==> config.mk <==
export PLATFORM = sky130hd
export DESIGN_NAME = uart_bank_regs
export DESIGN_NICKNAME = d
export VERILOG_FILES = /design/src/rtl/uart_bank_pkg.sv /design/src/rtl/uart_bank_select.sv /design/src/rtl/uart_bank_addr_map.sv /design/src/rtl/uart_bank_regfile.sv /design/src/rtl/uart_bank_regs.sv
export SDC_FILE = /design/constraint.sdc
export NUM_CORES = 1
export LEC_CHECK = 0
export BUFFER_PORTS_ARGS = -buffer_cell sky130_fd_sc_hd__buf_4
export CAP_MARGIN = 0
export CORE_UTILIZATION = 55
export CTS_BUF_LIST = sky130_fd_sc_hd__clkbuf_16
export DETAILED_ROUTE_END_ITERATION = 12
export PLACE_DENSITY = 0.8
export SYNTH_ARGS = -nofsm -noshare
export SYNTH_HDL_FRONTEND = slang
export SYNTH_SLANG_ARGS = --single-unit
export TNS_END_PERCENT = 100
==> constraint.sdc <==
create_clock -name clk -period 4 [get_ports clk]
set_input_delay 0.8 -clock clk [delete_from_list [all_inputs] [get_ports clk]]
set_output_delay 0.8 -clock clk [all_outputs]
set_load 0.005 [all_outputs]
==> src/rtl/uart_bank_pkg.sv <==
package uart_bank_pkg;

  localparam int ADDR_W = 3;
  localparam int DATA_W = 8;

  typedef enum logic [2:0] {
    BK_NORMAL,
    BK_DIVISOR,
    BK_ENHANCED,
    BK_SPECIAL,
    BK_EXTRA1,
    BK_EXTRA2,
    BK_NONE
  } bank_e;

  typedef enum logic [4:0] {
    RG_IER, RG_FCR, RG_MCR, RG_SCR,
    RG_DLL, RG_DLH,
    RG_EFR, RG_XON_LO, RG_XON_HI, RG_XOFF_LO, RG_XOFF_HI,
    RG_LCR, RG_EFCR,
    RG_TXLVL, RG_RXLVL, RG_FLOWH, RG_FLOWL,
    RG_PRESC, RG_RS485T, RG_AFC2, RG_AFC1,
    RG_SPC0, RG_SPC1
  } reg_e;

  localparam int NREG = 23;

  localparam logic [ADDR_W-1:0] A_LCR  = 3'd3;
  localparam logic [ADDR_W-1:0] A_EFCR = 3'd5;

  // enhanced-feature bit that unlocks the upper interrupt-enable bits
  localparam int EFR_UNLOCK_BIT = 4;

endpackage

==> src/rtl/uart_bank_select.sv <==
module uart_bank_select
  import uart_bank_pkg::*;
#(
  parameter logic [DATA_W-1:0] ENH_KEY = 8'hBF
) (
  input  logic [DATA_W-1:0] lcr,
  input  logic [DATA_W-1:0] efcr,
  output bank_e             bank
);

  logic [1:0] bank_field;
  assign bank_field = efcr[2:1];

  always_comb begin
    case (bank_field)
      2'b01:   bank = BK_EXTRA1;
      2'b10:   bank = BK_EXTRA2;
      2'b11:   bank = BK_NONE;
      default: begin
        if (lcr == ENH_KEY)   bank = BK_ENHANCED;
        else if (lcr[7])      bank = BK_DIVISOR;
        else if (efcr[0])     bank = BK_SPECIAL;
        else                  bank = BK_NORMAL;
      end
    endcase
  end

endmodule

==> src/rtl/uart_bank_addr_map.sv <==
module uart_bank_addr_map
  import uart_bank_pkg::*;
(
  input  bank_e             bank,
  input  logic [ADDR_W-1:0] addr,
  output logic              hit,
  output reg_e              id
);

  always_comb begin
    hit = 1'b1;
    id  = RG_LCR;
    if (addr == A_LCR) begin
      id = RG_LCR;
    end else if (addr == A_EFCR) begin
      id = RG_EFCR;
    end else begin
      case (bank)
        BK_NORMAL: begin
          case (addr)
            3'd1:    id = RG_IER;
            3'd2:    id = RG_FCR;
            3'd4:    id = RG_MCR;
            3'd7:    id = RG_SCR;
            default: hit = 1'b0;
          endcase
        end
        BK_DIVISOR: begin
          case (addr)
            3'd0:    id = RG_DLL;
            3'd1:    id = RG_DLH;
            default: hit = 1'b0;
          endcase
        end
        BK_ENHANCED: begin
          case (addr)
            3'd0:    id = RG_XON_LO;
            3'd1:    id = RG_XON_HI;
            3'd2:    id = RG_EFR;
            3'd6:    id = RG_XOFF_LO;
            3'd7:    id = RG_XOFF_HI;
            default: hit = 1'b0;
          endcase
        end
        BK_SPECIAL: begin
          case (addr)
            3'd4:    id = RG_SPC0;
            3'd7:    id = RG_SPC1;
            default: hit = 1'b0;
          endcase
        end
        BK_EXTRA1: begin
          case (addr)
            3'd2:    id = RG_TXLVL;
            3'd4:    id = RG_RXLVL;
            3'd6:    id = RG_FLOWH;
            3'd7:    id = RG_FLOWL;
            default: hit = 1'b0;
          endcase
        end
        BK_EXTRA2: begin
          case (addr)
            3'd2:    id = RG_PRESC;
            3'd4:    id = RG_RS485T;
            3'd6:    id = RG_AFC2;
            3'd7:    id = RG_AFC1;
            default: hit = 1'b0;
          endcase
        end
        default: hit = 1'b0;
      endcase
    end
  end

endmodule

==> src/rtl/uart_bank_regfile.sv <==
module uart_bank_regfile
  import uart_bank_pkg::*;
#(
  parameter int PRESC_BITS = 4
) (
  input  logic              clk,
  input  logic              rst,
  input  logic              wr_en,
  input  logic [DATA_W-1:0] wdata,
  input  logic              hit,
  input  reg_e              id,
  output logic [DATA_W-1:0] q [NREG],
  output logic [DATA_W-1:0] rdata
);

  localparam logic [DATA_W-1:0] PRESC_MASK = DATA_W'((1 << PRESC_BITS) - 1);
  localparam logic [DATA_W-1:0] IER_LOW    = DATA_W'(8'h0F);

  logic ier_upper_open;
  assign ier_upper_open = q[RG_EFR][EFR_UNLOCK_BIT];

  for (genvar i = 0; i < NREG; i++) begin : g_reg
    localparam logic [DATA_W-1:0] FIXED_MASK =
      (i == int'(RG_PRESC)) ? PRESC_MASK : {DATA_W{1'b1}};
    logic [DATA_W-1:0] wmask;
    logic [DATA_W-1:0] r;
    logic              sel;

    assign sel = wr_en && hit && (id == reg_e'(i));

    always_comb begin
      if (i == int'(RG_IER) && !ier_upper_open) wmask = IER_LOW;
      else                                      wmask = FIXED_MASK;
    end

    always_ff @(posedge clk) begin
      if (rst)      r <= '0;
      else if (sel) r <= (r & ~wmask) | (wdata & wmask);
    end

    assign q[i] = r;
  end

  always_ff @(posedge clk) begin
    if (rst)      rdata <= '0;
    else if (hit) rdata <= q[id];
    else          rdata <= '0;
  end

endmodule

==> src/rtl/uart_bank_regs.sv <==
module uart_bank_regs
  import uart_bank_pkg::*;
#(
  parameter logic [7:0] ENH_KEY    = 8'hBF,
  parameter int         PRESC_BITS = 4
) (
  input  logic        clk,
  input  logic        rst,
  input  logic [2:0]  addr,
  input  logic [7:0]  wdata,
  input  logic        wr_en,
  output logic [7:0]  rdata,
  output logic [7:0]  ier,
  output logic [7:0]  fcr,
  output logic [7:0]  mcr,
  output logic [7:0]  scratch,
  output logic [7:0]  lcr,
  output logic [7:0]  efcr,
  output logic [15:0] divisor,
  output logic [7:0]  efr,
  output logic [15:0] xon,
  output logic [15:0] xoff,
  output logic [7:0]  tx_level,
  output logic [7:0]  rx_level,
  output logic [7:0]  flow_hi,
  output logic [7:0]  flow_lo,
  output logic [7:0]  prescale,
  output logic [7:0]  turnaround,
  output logic [7:0]  afc2,
  output logic [7:0]  afc1,
  output logic [7:0]  spec0,
  output logic [7:0]  spec1
);

  logic [DATA_W-1:0] regs [NREG];
  bank_e             bank;
  logic              hit;
  reg_e              id;

  uart_bank_select #(.ENH_KEY(ENH_KEY)) u_sel (
    .lcr  (regs[RG_LCR]),
    .efcr (regs[RG_EFCR]),
    .bank (bank)
  );

  uart_bank_addr_map u_map (
    .bank (bank),
    .addr (addr),
    .hit  (hit),
    .id   (id)
  );

  uart_bank_regfile #(.PRESC_BITS(PRESC_BITS)) u_rf (
    .clk   (clk),
    .rst   (rst),
    .wr_en (wr_en),
    .wdata (wdata),
    .hit   (hit),
    .id    (id),
    .q     (regs),
    .rdata (rdata)
  );

  assign ier        = regs[RG_IER];
  assign fcr        = regs[RG_FCR];
  assign mcr        = regs[RG_MCR];
  assign scratch    = regs[RG_SCR];
  assign lcr        = regs[RG_LCR];
  assign efcr       = regs[RG_EFCR];
  assign divisor    = {regs[RG_DLH], regs[RG_DLL]};
  assign efr        = regs[RG_EFR];
  assign xon        = {regs[RG_XON_HI], regs[RG_XON_LO]};
  assign xoff       = {regs[RG_XOFF_HI], regs[RG_XOFF_LO]};
  assign tx_level   = regs[RG_TXLVL];
  assign rx_level   = regs[RG_RXLVL];
  assign flow_hi    = regs[RG_FLOWH];
  assign flow_lo    = regs[RG_FLOWL];
  assign prescale   = regs[RG_PRESC];
  assign turnaround = regs[RG_RS485T];
  assign afc2       = regs[RG_AFC2];
  assign afc1       = regs[RG_AFC1];
  assign spec0      = regs[RG_SPC0];
  assign spec1      = regs[RG_SPC1];

endmodule

=== Yosys cells after proc, flatten, opt, wreduce, memory -nomap -nowiden ===
Cells that the tools add are included.

* Reduce and logical (&&, ||, !) cells: 34
* Mux-type cells: 25
* Order comparisons: 1
* Bitwise operators: 7
* Equal/unequal tests: 38

{| class="wikitable"
|+ Operator list
! cell !! count
|-
| binary-select mux 8 bit (select 5 bit) || 1
|-
| equality test 5 x 4 -> 1 bit, second input constant || 8
|-
| case mux 5 bit (4 select lines) || 2
|-
| equality test 5 bit, second input constant || 7
|-
| case mux 5 bit (6 select lines) || 1
|-
| logical AND 1 bit || 24
|-
| two-way mux 8 bit || 3
|-
| equality test 5 x 3 -> 1 bit, second input constant || 4
|-
| case mux 4 bit (5 select lines) || 1
|-
| equality test 3 bit, second input constant || 6
|-
| bitwise AND 8 bit || 2
|-
| case mux 4 bit (4 select lines) || 1
|-
| equality test 3 x 2 -> 1 bit, second input constant || 4
|-
| equality test 5 x 2 -> 1 bit, second input constant || 2
|-
| two-way mux 5 bit || 2
|-
| case mux 5 bit (2 select lines) || 1
|-
| case mux 3 bit (3 select lines) || 1
|-
| equality test 8 bit, second input constant || 1
|-
| inverter 8 bit || 1
|-
| OR 8 x 4 -> 8 bit || 1
|-
| OR 8 bit || 1
|-
| case mux 4 bit (2 select lines) || 1
|-
| OR reduction 2 bit || 4
|-
| OR reduction 4 bit || 2
|-
| other kinds (14) || 24
|}

* Input bits: 14
* Bits in registers: 192
* Logic and storage cells: 129

=== Logic depth before layout (Yosys ltp) ===
Gate-level depths: netlist of run 1.

* Depth in word-level cells: 12
* Mapped depth: 15

=== Hierarchy ===
A second synthesis of run 1 with hierarchy kept.

* Cell total of the unflattened synthesis: 933
* Area total of the unflattened synthesis: 9210.1 um^2

{| class="wikitable"
|+ By module, submodules not included
! module !! cells each !! area an instance (um^2) !! instances
|-
| uart_bank_regfile || 831 || 8559.5 || 1
|-
| uart_bank_addr_map || 93 || 586.8 || 1
|-
| uart_bank_select || 9 || 63.8 || 1
|}

=== Worst setup path before layout of run 1 ===
OpenSTA, ideal clock, no wires.

* Kind: input to register
* Start: input port addr[0]
* End: register u_rf.g_reg[22].r[0]
* Slack: 393 ps
* Data arrival time: 3479 ps
* Required time: 3872 ps
* Stages on the path: 13
* Path buffers: 4
* Path through: buf_4 -> buf_2 -> inv_1 -> fa_1 -> a211oi_1 -> o211a_1 -> and2_1 -> buf_2 -> nand2_4 -> buf_2 -> nor3_4 -> mux2i_1 -> nor2_1

* Longest elaborated chain between the ends: 8

{| class="wikitable"
|+ RTL lines
! element !! line !! RTL
|-
| start: declaration || uart_bank_regs.sv:9 || <nowiki>input logic [2:0] addr,</nowiki>
|-
| branches (longest 7 deep; another with case mux 5 bit (6 select lines)) || - ||
|-
| logical AND 1 bit * || uart_bank_regfile.sv:29 || <nowiki>assign sel = wr_en && hit && (id == reg_e'(i));</nowiki>
|-
| end signal: assignment || uart_bank_regfile.sv:38 || <nowiki>else if (sel) r <= (r & ~wmask) | (wdata & wmask);</nowiki>
|-
| end: declaration || uart_bank_regfile.sv:26 || <nowiki>logic [DATA_W-1:0] r;</nowiki>
|}

Every way passes the cells marked *.
A chain may end at the register's enable or synchronous reset.

=== Worst setup path after layout of run 1 ===
* Start: register u_rf.g_reg[12].r[1]
* End: register u_rf.g_reg[13].r[7]

* Longest elaborated chain between the ends: 9

{| class="wikitable"
|+ RTL lines
! element !! line !! RTL
|-
| start: declaration || uart_bank_regfile.sv:26 ||
|-
| start signal: assignment || uart_bank_regfile.sv:38 ||
|-
| equality test 2 bit or equality test 2 x 1 -> 1 bit (tied branches) || uart_bank_select.sv:15 || <nowiki>case (bank_field)</nowiki>
|-
| case mux 3 bit (3 select lines) * || uart_bank_select.sv:15 ||
|-
| branches (longest 6 deep; another with case mux 5 bit (6 select lines)) || - ||
|-
| logical AND 1 bit * || uart_bank_regfile.sv:29 ||
|-
| end signal: assignment || uart_bank_regfile.sv:38 ||
|-
| end: declaration || uart_bank_regfile.sv:26 ||
|}

Marked as above.

==> key figures, run 1 <==
Outcome
  • Status: complete, but fails checks
  • Violated checks: DRC

Route
  • Initial DRC Count: 1051
  • Top Metal Used: met4
  • Met1 Wirelength: 12.0 mm
  • Post-DRT Antenna Nets: 0
  • Met3 Routed Length: 2.89 mm
  • Per-cell routed wire length: 21.8 µm
  • DR vias/cell: 6.12
  • Routed wl met2: 13.9 mm
  • Detailed Routing Iterations Pass 1: 10
  • Vias: 8308
  • Drt drc: 4
  • Total wire length: 29.6 mm

Floorplanning
  • I/O pins: 206
  • Num rows: 47
  • Die Ht: 132 µm
  • Core footprint: 16500 µm²
  • Die ar.: 17400 µm²
  • Initial Utilization: 56.1%
  • Die Wd: 132 µm

STA
  • Hold Slack: 0.523 ns
  • Final worst slack: 0.262 ns
  • Final Cycle Share: 93.5%
  • Worst-Margin Slew: 0.897 ns
  • Worst clock skew: 0.00899 ns
  • Max-slew headroom: 40.0%
  • FMAX: 0.268 GHz
  • Fin crit period: 3.74 ns
  • RSZ-0062 raised after global routing: no
  • Final setup viols: 0
  • Final Hold Fails: 0
  • Max-slew violations: 0

Setup path
  • CP max FO: 27
  • Worst setup SP type: register
  • Crit path kind: register to register
  • Worst setup EP type: register
  • Slowest CP cell: nor2_4
  • Critical path required time: 4.29 ns
  • Slowest cell delay on critical path: 0.73 ns
  • Crit path arrival time: 4.03 ns
  • Worst-path cell chain: buf_4 > ha_1 > nor2_1 > a32o_1 > o2111ai_4 > nor2_4 > buf_4 > nand2_2 > nor3_4 > mux2i_1 > nor2_1

Synth
  • Synth Instances: 918
  • Synth cell count leaders: nor2_1 (205), dfxtp_1 (188), mux2i_1 (184)
  • Syn avg cell area: 10.1 µm²
  • Synth top area cells: dfxtp_1 (41%), mux2i_1 (20%), nor2_1 (8.3%), nor3_4 (4.0%), a222oi_1 (3.0%)
  • Top cell type's share of synthesized area: 40.6%
  • Post-synth ARST share: 0%
  • Synth Flop Type: dfxtp_1
  • Count leader, synth: nor2_1
  • Netlist cell types: 87
  • Sequential fraction of the synthesis area: 40.6%
  • #FFs+latches synth: 188
  • Post-synth EDFFs: 0
  • Biggest area consumer among synthesized cells: dfxtp_1
  • Mapped cell area: 9270 µm²
  • Synth warnings: 0

Power
  • Sw Pwr: 1.24 mW
  • Internal power: 2.99 mW
  • Comb pwr share: 17.2%
  • Switching fraction of total power: 29.3%
  • VDD IR max: 0.362 mV
  • Leak: 4.70 nW
  • Clock power share: 37.4%
  • Flop pwr share: 45.4%
  • Power Density: 358 nW/µm²
  • Total Power: 4.23 mW

CTS
  • Longest Clk Path Bufs: 2
  • Post-CTS setup buffer count: 0
  • CTS tree: built
  • Clock slew at reported path FFs: 0.07 ns
  • Post-CTS sizing: 0
  • H-Tree Level Count: 4
  • CTS Root Cell: clkbuf_16
  • Clock Latency Late Sink: 0.43 ns
  • Hold_buf cts: 0
  • CTS buffer count: 17
  • CTS Sinks: 188

Global route
  • First-pass GRT wire length: 45.7 mm
  • Total Routing Usage GR: 34.0%
  • Vias in the first global route: 7730
  • Grt ovf: 0
  • Largest net degree at the start of global routing: 110
  • Initial antenna violation count: 1

Run
  • Total of max-cap violations: 0

Cells and area
  • Share of post-route cells with drive strength above 1: 32.2%
  • Antenna diodes: 0
  • Total Nets Final: 1144
  • Syn-to-layout area delta: 27.1%

Worst hold path
  • Worst hold-check path type: register to register

Placement
  • Port bufs: 201
  • Final HPWL DP: 20.4 mm
  • Gpl congestion: 0.901
  • Setup WS pre-CTS: -0.0350 ns
## worst max-delay path: cells and delay by family, from the launching register on
kind            cells  cell delay, ns
flops               1            0.31
simple gates        5            1.78
compound gates      2            0.44
buf+inv             2            0.58
fa+ha+maj           1            0.23
mux                 1            0.25
## cells by family (layout without fill, tap and decap cells)
| logic type | count (synthesis) | after routing | share of synthesized area [%] |
|---|---|---|---|
| AND/OR/NAND/NOR | 286 | 286 | 17.1 |
| multiplexers | 218 | 218 | 24.0 |
| flip-flops | 188 | 188 | 40.6 |
| AO/OA/AOI/OAI | 128 | 128 | 12.4 |
| buffers and inverters | 89 | 306 | 4.83 |
| adder cells (fa/ha/maj) | 5 | 5 | 0.756 |
| XOR/XNOR | 3 | 3 | 0.283 |
| other | 1 | 4 | 0.0404 |
## metrics by stage
| step | instances | setup TNS (ns) | area, µm² | utilization [%] |
|---|---|---|---|---|
| 6_report | 1358 | 0 | 11800 | 71.3 |
| 3_5_place_dp | 1326 | -0.0369 | 11300 | 68.1 |
| 2_1_floorplan | 921 | 0 | 9290 | - |
| 5_1_grt | 1358 | 0 | 11800 | 71.3 |
| 4_1_cts | 1358 | 0 | 11800 | 71.3 |
| 3_3_place_gp | 1326 | -0.106 | 11300 | 68.1 |
## per-layer routing
| metal | up-vias | GRT usage, % |
|---|---|---|
| li1 | 3752 | - |
| met5 | - | 0 |
| met1 | 4042 | 44.8 |
| met3 | 55 | 7.15 |
| met2 | 459 | 55.0 |
| met4 | 0 | 12.0 |
## flip-flops by register name (all words and copies together), names as in the netlist
name	flops
u_rf.g.r	180
u_rf.rdata	8
## path summary, 6_finish.rpt
| path | startpoint | endpoint | slack [ns] | cells after the start |
|---|---|---|---|---|
| setup / recovery | u_rf.g_reg[12].r[1]$_SDFFE_PP0P_ | u_rf.g_reg[13].r[7]$_SDFFE_PP0P_ | 0.26 | 11 |
| hold / removal | u_rf.g_reg[3].r[2]$_SDFFE_PP0P_ | u_rf.g_reg[3].r[2]$_SDFFE_PP0P_ | 0.52 | 2 |
| setup reg to reg | u_rf.g_reg[12].r[1]$_SDFFE_PP0P_ | u_rf.g_reg[13].r[7]$_SDFFE_PP0P_ | 0.26 | 11 |
| hold reg to reg | u_rf.g_reg[3].r[2]$_SDFFE_PP0P_ | u_rf.g_reg[3].r[2]$_SDFFE_PP0P_ | 0.52 | 2 |
## layout make-up
type                       instances  area [µm²]
clock buffer                      17         425
clock inverter                    15         110
fill                            1228        4740
inverter                          11        41.3
multi-input combinational        644        5080
sequential                       188        3760
tap                              220         275
timing repair buffer             263        2090
## power by group through the flow
stage                     sequential (mW)  clock [mW]  combinational [mW]
after floorplan                      1.96           0               0.480
after global placement               1.96           0               0.699
after detailed placement             1.96           0               0.705
after CTS                            1.92        1.59               0.710
after global routing                 1.92        1.66               0.757
final                                1.92        1.58               0.727
## cells in the final DEF, fill, tap and decap left out, types with 3 or more instances in the layout
master,netlist,final
o22ai_1,11,11
mux2_2,23,23
o2111ai_1,6,6
buf_12,0,9
o31ai_1,3,3
o311a_1,4,4
nor3_1,3,3
o221ai_1,3,3
nor2_1,205,205
ha_1,4,4
clkinv_1,0,3
inv_1,9,13
and2_1,5,5
o2bb2ai_1,9,9
nand3_1,6,6
a21oi_1,10,9
mux2i_1,184,184
a211oi_1,4,4
o21ai_0,4,4
clkbuf_16,0,17
o21ai_1,3,3
buf_4,12,254
dfxtp_1,188,188
nand3b_1,6,6
conb_1,1,4
mux2_1,11,11
o311ai_1,5,5
a222oi_1,28,28
nand2b_1,4,4
nand2_1,10,10
clkinvlp_4,0,3
nor3_4,23,23
(Power assumes the default switching activity.)
==> inputs of run 2 (changes only) <==
--- a/config.mk
+++ b/config.mk
@@ -7,10 +7,12 @@
 export LEC_CHECK = 0
 export BUFFER_PORTS_ARGS = -buffer_cell sky130_fd_sc_hd__buf_4
 export CAP_MARGIN = 0
-export CORE_UTILIZATION = 55
+export CELL_PAD_IN_SITES_DETAIL_PLACEMENT = 1
+export CELL_PAD_IN_SITES_GLOBAL_PLACEMENT = 2
+export CORE_UTILIZATION = 34
 export CTS_BUF_LIST = sky130_fd_sc_hd__clkbuf_16
 export DETAILED_ROUTE_END_ITERATION = 12
-export PLACE_DENSITY = 0.8
+export PLACE_DENSITY = 0.79
 export SYNTH_ARGS = -nofsm -noshare
 export SYNTH_HDL_FRONTEND = slang
 export SYNTH_SLANG_ARGS = --single-unit
==> run 2 against run 1 <==
The flow now finishes without violations. Via count down 2.5%. Worst setup slack improved by 0.27 ns. Highest routed layer unchanged. Die area grew 61%. Clock skew grew 0.011 ns. Clock power increased by 9%. Combinational power up 2.8%. Cell area is 1.6% higher. Total power increased by 4.0%. Wire length increased by 17%. Critical path type unchanged. Fmax is 7.8% higher. Largest power group unchanged. Utilization shrank 27 points. Critical path depth stayed put.
==> key figures, run 2 (synthesis results as in run 1) <==
Placement
  • Gpl congestion: 0.794 (-12%)
  • Setup WS pre-CTS: 0.160 ns (+0.195 ns)
  • Port bufs: 201 (unchanged)
  • Cells after DPL: 1443 (+8.8%)
  • Final HPWL DP: 24.6 mm (+21%)

Setup path
  • Worst Setup EP: u_rf.rdata[0]$_SDFF_PP0_
  • Worst R2R Setup Slack: 0.53 ns (+0.27 ns)
  • Crit path arrival time: 3.78 ns (-0.25 ns)
  • R2r startpoint: u_rf.g_reg[12].r[1]$_SDFFE_PP0P_
  • Critical Path Source: u_rf.g_reg[12].r[1]$_SDFFE_PP0P_
  • CP max FO: 25 (-7.4%)
  • Critical path required time: 4.31 ns (+0.02 ns)
  • Worst setup SP type: register
  • Worst setup EP type: register
  • Crit path kind: register to register
  • Reg-to-reg endpoint: u_rf.rdata[0]$_SDFF_PP0_
  • Worst Reg-to-Reg Cells: 11 (unchanged)

Power
  • VDD IR max: 0.304 mV (-16%)
  • Leak: 4.71 nW (about the same)
  • Power Density: 367 nW/µm² (+2.4%)

CTS
  • Hold_buf cts: 0 (unchanged)
  • Post-CTS setup buffer count: 0 (unchanged)
  • CTS Sinks: 188 (unchanged)
  • Clock Latency Late Sink: 0.44 ns (about the same)
  • Post-CTS sizing: 0 (unchanged)
  • CTS buffer count: 17 (unchanged)
  • Longest Clk Path Bufs: 2 (unchanged)
  • Clock slew at reported path FFs: 0.08 ns (about the same)
  • CTS tree: built
  • CTS Root Cell: clkbuf_16
  • H-Tree Level Count: 4 (unchanged)

Cells and area
  • Commonest non-fill, non-tap cell in the layout: buf_4
  • Total Nets Final: 1140 (-0.35%)
  • Antenna diodes: 0 (unchanged)
  • Largest Register: u_rf.g.r
  • Top Registers: u_rf.g.r x180, u_rf.rdata x8
  • Max reg flops: 180 (unchanged)
  • Share of post-route cells with drive strength above 1: 32.6% (+0.38 points)
  • Filler cells: 2998 (+140%)
  • Fin util: 44.6% (-27 points)
  • Syn-to-layout area delta: 29.2%
  • Cell Count, Final, Fillers Out: 1475 (+8.6%)
  • Commonest cells after routing, fill and taps aside: buf_4 (250), nor2_1 (205), dfxtp_1 (188), mux2i_1 (184), a222oi_1 (28)

STA
  • RSZ-0062 raised after global routing: no
  • Final setup viols: 0 (unchanged)
  • Max-slew headroom: 23.5% (-17 points)
  • Max-slew violations: 0 (unchanged)
  • Final setup TNS: 0 ns (unchanged)
  • Worst clock skew: 0.0199 ns (+0.0109 ns)
  • Final Cycle Share: 86.7% (-6.7 points)
  • Worst-Margin Slew: 1.14 ns (+0.245 ns)
  • Final worst slack: 0.531 ns (+0.270 ns)
  • Hold Slack: 0.529 ns (+0.00561 ns)
  • Fin crit period: 3.47 ns (-0.270 ns)
  • Final Hold Fails: 0 (unchanged)
  • FMAX: 0.288 GHz (+7.8%)

Floorplanning
  • Die ar.: 27900 µm² (+61%)
  • Initial Utilization: 34.5% (-22 points)
  • I/O pins: 206 (unchanged)
  • Die Ht: 167 µm (+27%)
  • Die Wd: 167 µm (+27%)
  • Num rows: 60 (+28%)
  • Core footprint: 26900 µm² (+63%)

Global route
  • Total Routing Usage GR: 24.6% (-9.3 points)
  • Largest net degree at the start of global routing: 96 (-13%)
  • Initial antenna violation count: 0 (-1)
  • Grt ovf: 0 (unchanged)
  • Vias in the first global route: 8095 (+4.7%)
  • First-pass GRT wire length: 52.3 mm (+14%)

Route
  • Drt drc: 0 (-4)
  • DR vias/cell: 5.49 (-10%)
  • Post-DRT Antenna Nets: 0 (unchanged)
  • Per-cell routed wire length: 23.5 µm (+7.8%)
  • Vias: 8102 (-2.5%)
  • Detailed Routing Iterations Pass 1: 5 (-5)
  • Initial DRC Count: 755 (-28%)
  • Total wire length: 34.7 mm (+17%)

Worst hold path
  • Hold Path Origin: u_rf.g_reg[3].r[7]$_SDFFE_PP0P_
  • Worst hold-check path type: register to register

Outcome
  • Status: finished, final reports clean

Run
  • Total of max-cap violations: 0 (unchanged)
==> run 2: cell count changes in the layout (fill, tap and decap cells not counted), sizes merged <==
| cell | delta |
|---|---|
| buf | -4 |
| clkinv | +4 |
| clkinvlp | -2 |
| bufinv | -1 |
| inv | -1 |
==> run 2: worst min path at each step <==
stage / to / slack (ns) / depth (start not counted)
after CTS: u_rf.g_reg[3].r[7]$_SDFFE_PP0P_ / 0.53 / 2
final: u_rf.g_reg[3].r[7]$_SDFFE_PP0P_ / 0.53 / 2
after floorplan: u_rf.g_reg[21].r[0]$_SDFFE_PP0P_ / 0.50 / 2
after global placement: u_rf.g_reg[13].r[4]$_SDFFE_PP0P_ / 0.51 / 2
after global routing: u_rf.g_reg[9].r[1]$_SDFFE_PP0P_ / 0.56 / 2
after detailed placement: u_rf.g_reg[3].r[7]$_SDFFE_PP0P_ / 0.51 / 2
==> run 2: final cells by class <==
type | count | area (µm²) | area share [%]
Inverter | 11 | 41.3 | 0.345
Sequential cell | 188 | 3760 | 31.4
Tap cell | 341 | 427 | 3.56
Timing Repair Buffer | 259 | 2060 | 17.2
Clock buffer | 17 | 425 | 3.55
Clock inverter | 15 | 171 | 1.43
Multi-Input combinational cell | 644 | 5090 | 42.5
==> run 2: critical path: stages, from the launching register on <==
cell,delay (ns)
dfxtp_1,0.32
buf_4,0.17
ha_1,0.30
nor2_1,0.25
a32o_1,0.31
o2111ai_4,0.21
nor2_4,0.22
buf_12,0.24
mux2_2,0.37
a222oi_1,0.45
o21ai_0,0.20
o311a_1,0.31
==> run 2: layer usage <==
metal  share of wire [%]  track usage (%)  up-vias
met1                  48             34.8     4084
met2                  46             39.8      276
met4                 1.2             5.11        0
met3                 5.1             3.57       22
met5                   0                0        -
li1                    -                -     3720
==> run 2: per-stage QoR <==
stage | cell area (µm²) | total power [mW]
after floorplan | 9290 | 2.44
after global placement | 11400 | 2.71
after detailed placement | 11400 | 2.71
after CTS | 12000 | 4.42
after global routing | 12000 | 4.54
final | 12000 | 4.39
==> run 2: report_power, final <==
part           switching [mW]  internal (mW)  leakage [nW]
Clock                   0.883          0.843         0.288
Combinational           0.490          0.257          2.91
Sequential             0.0281           1.89          1.52
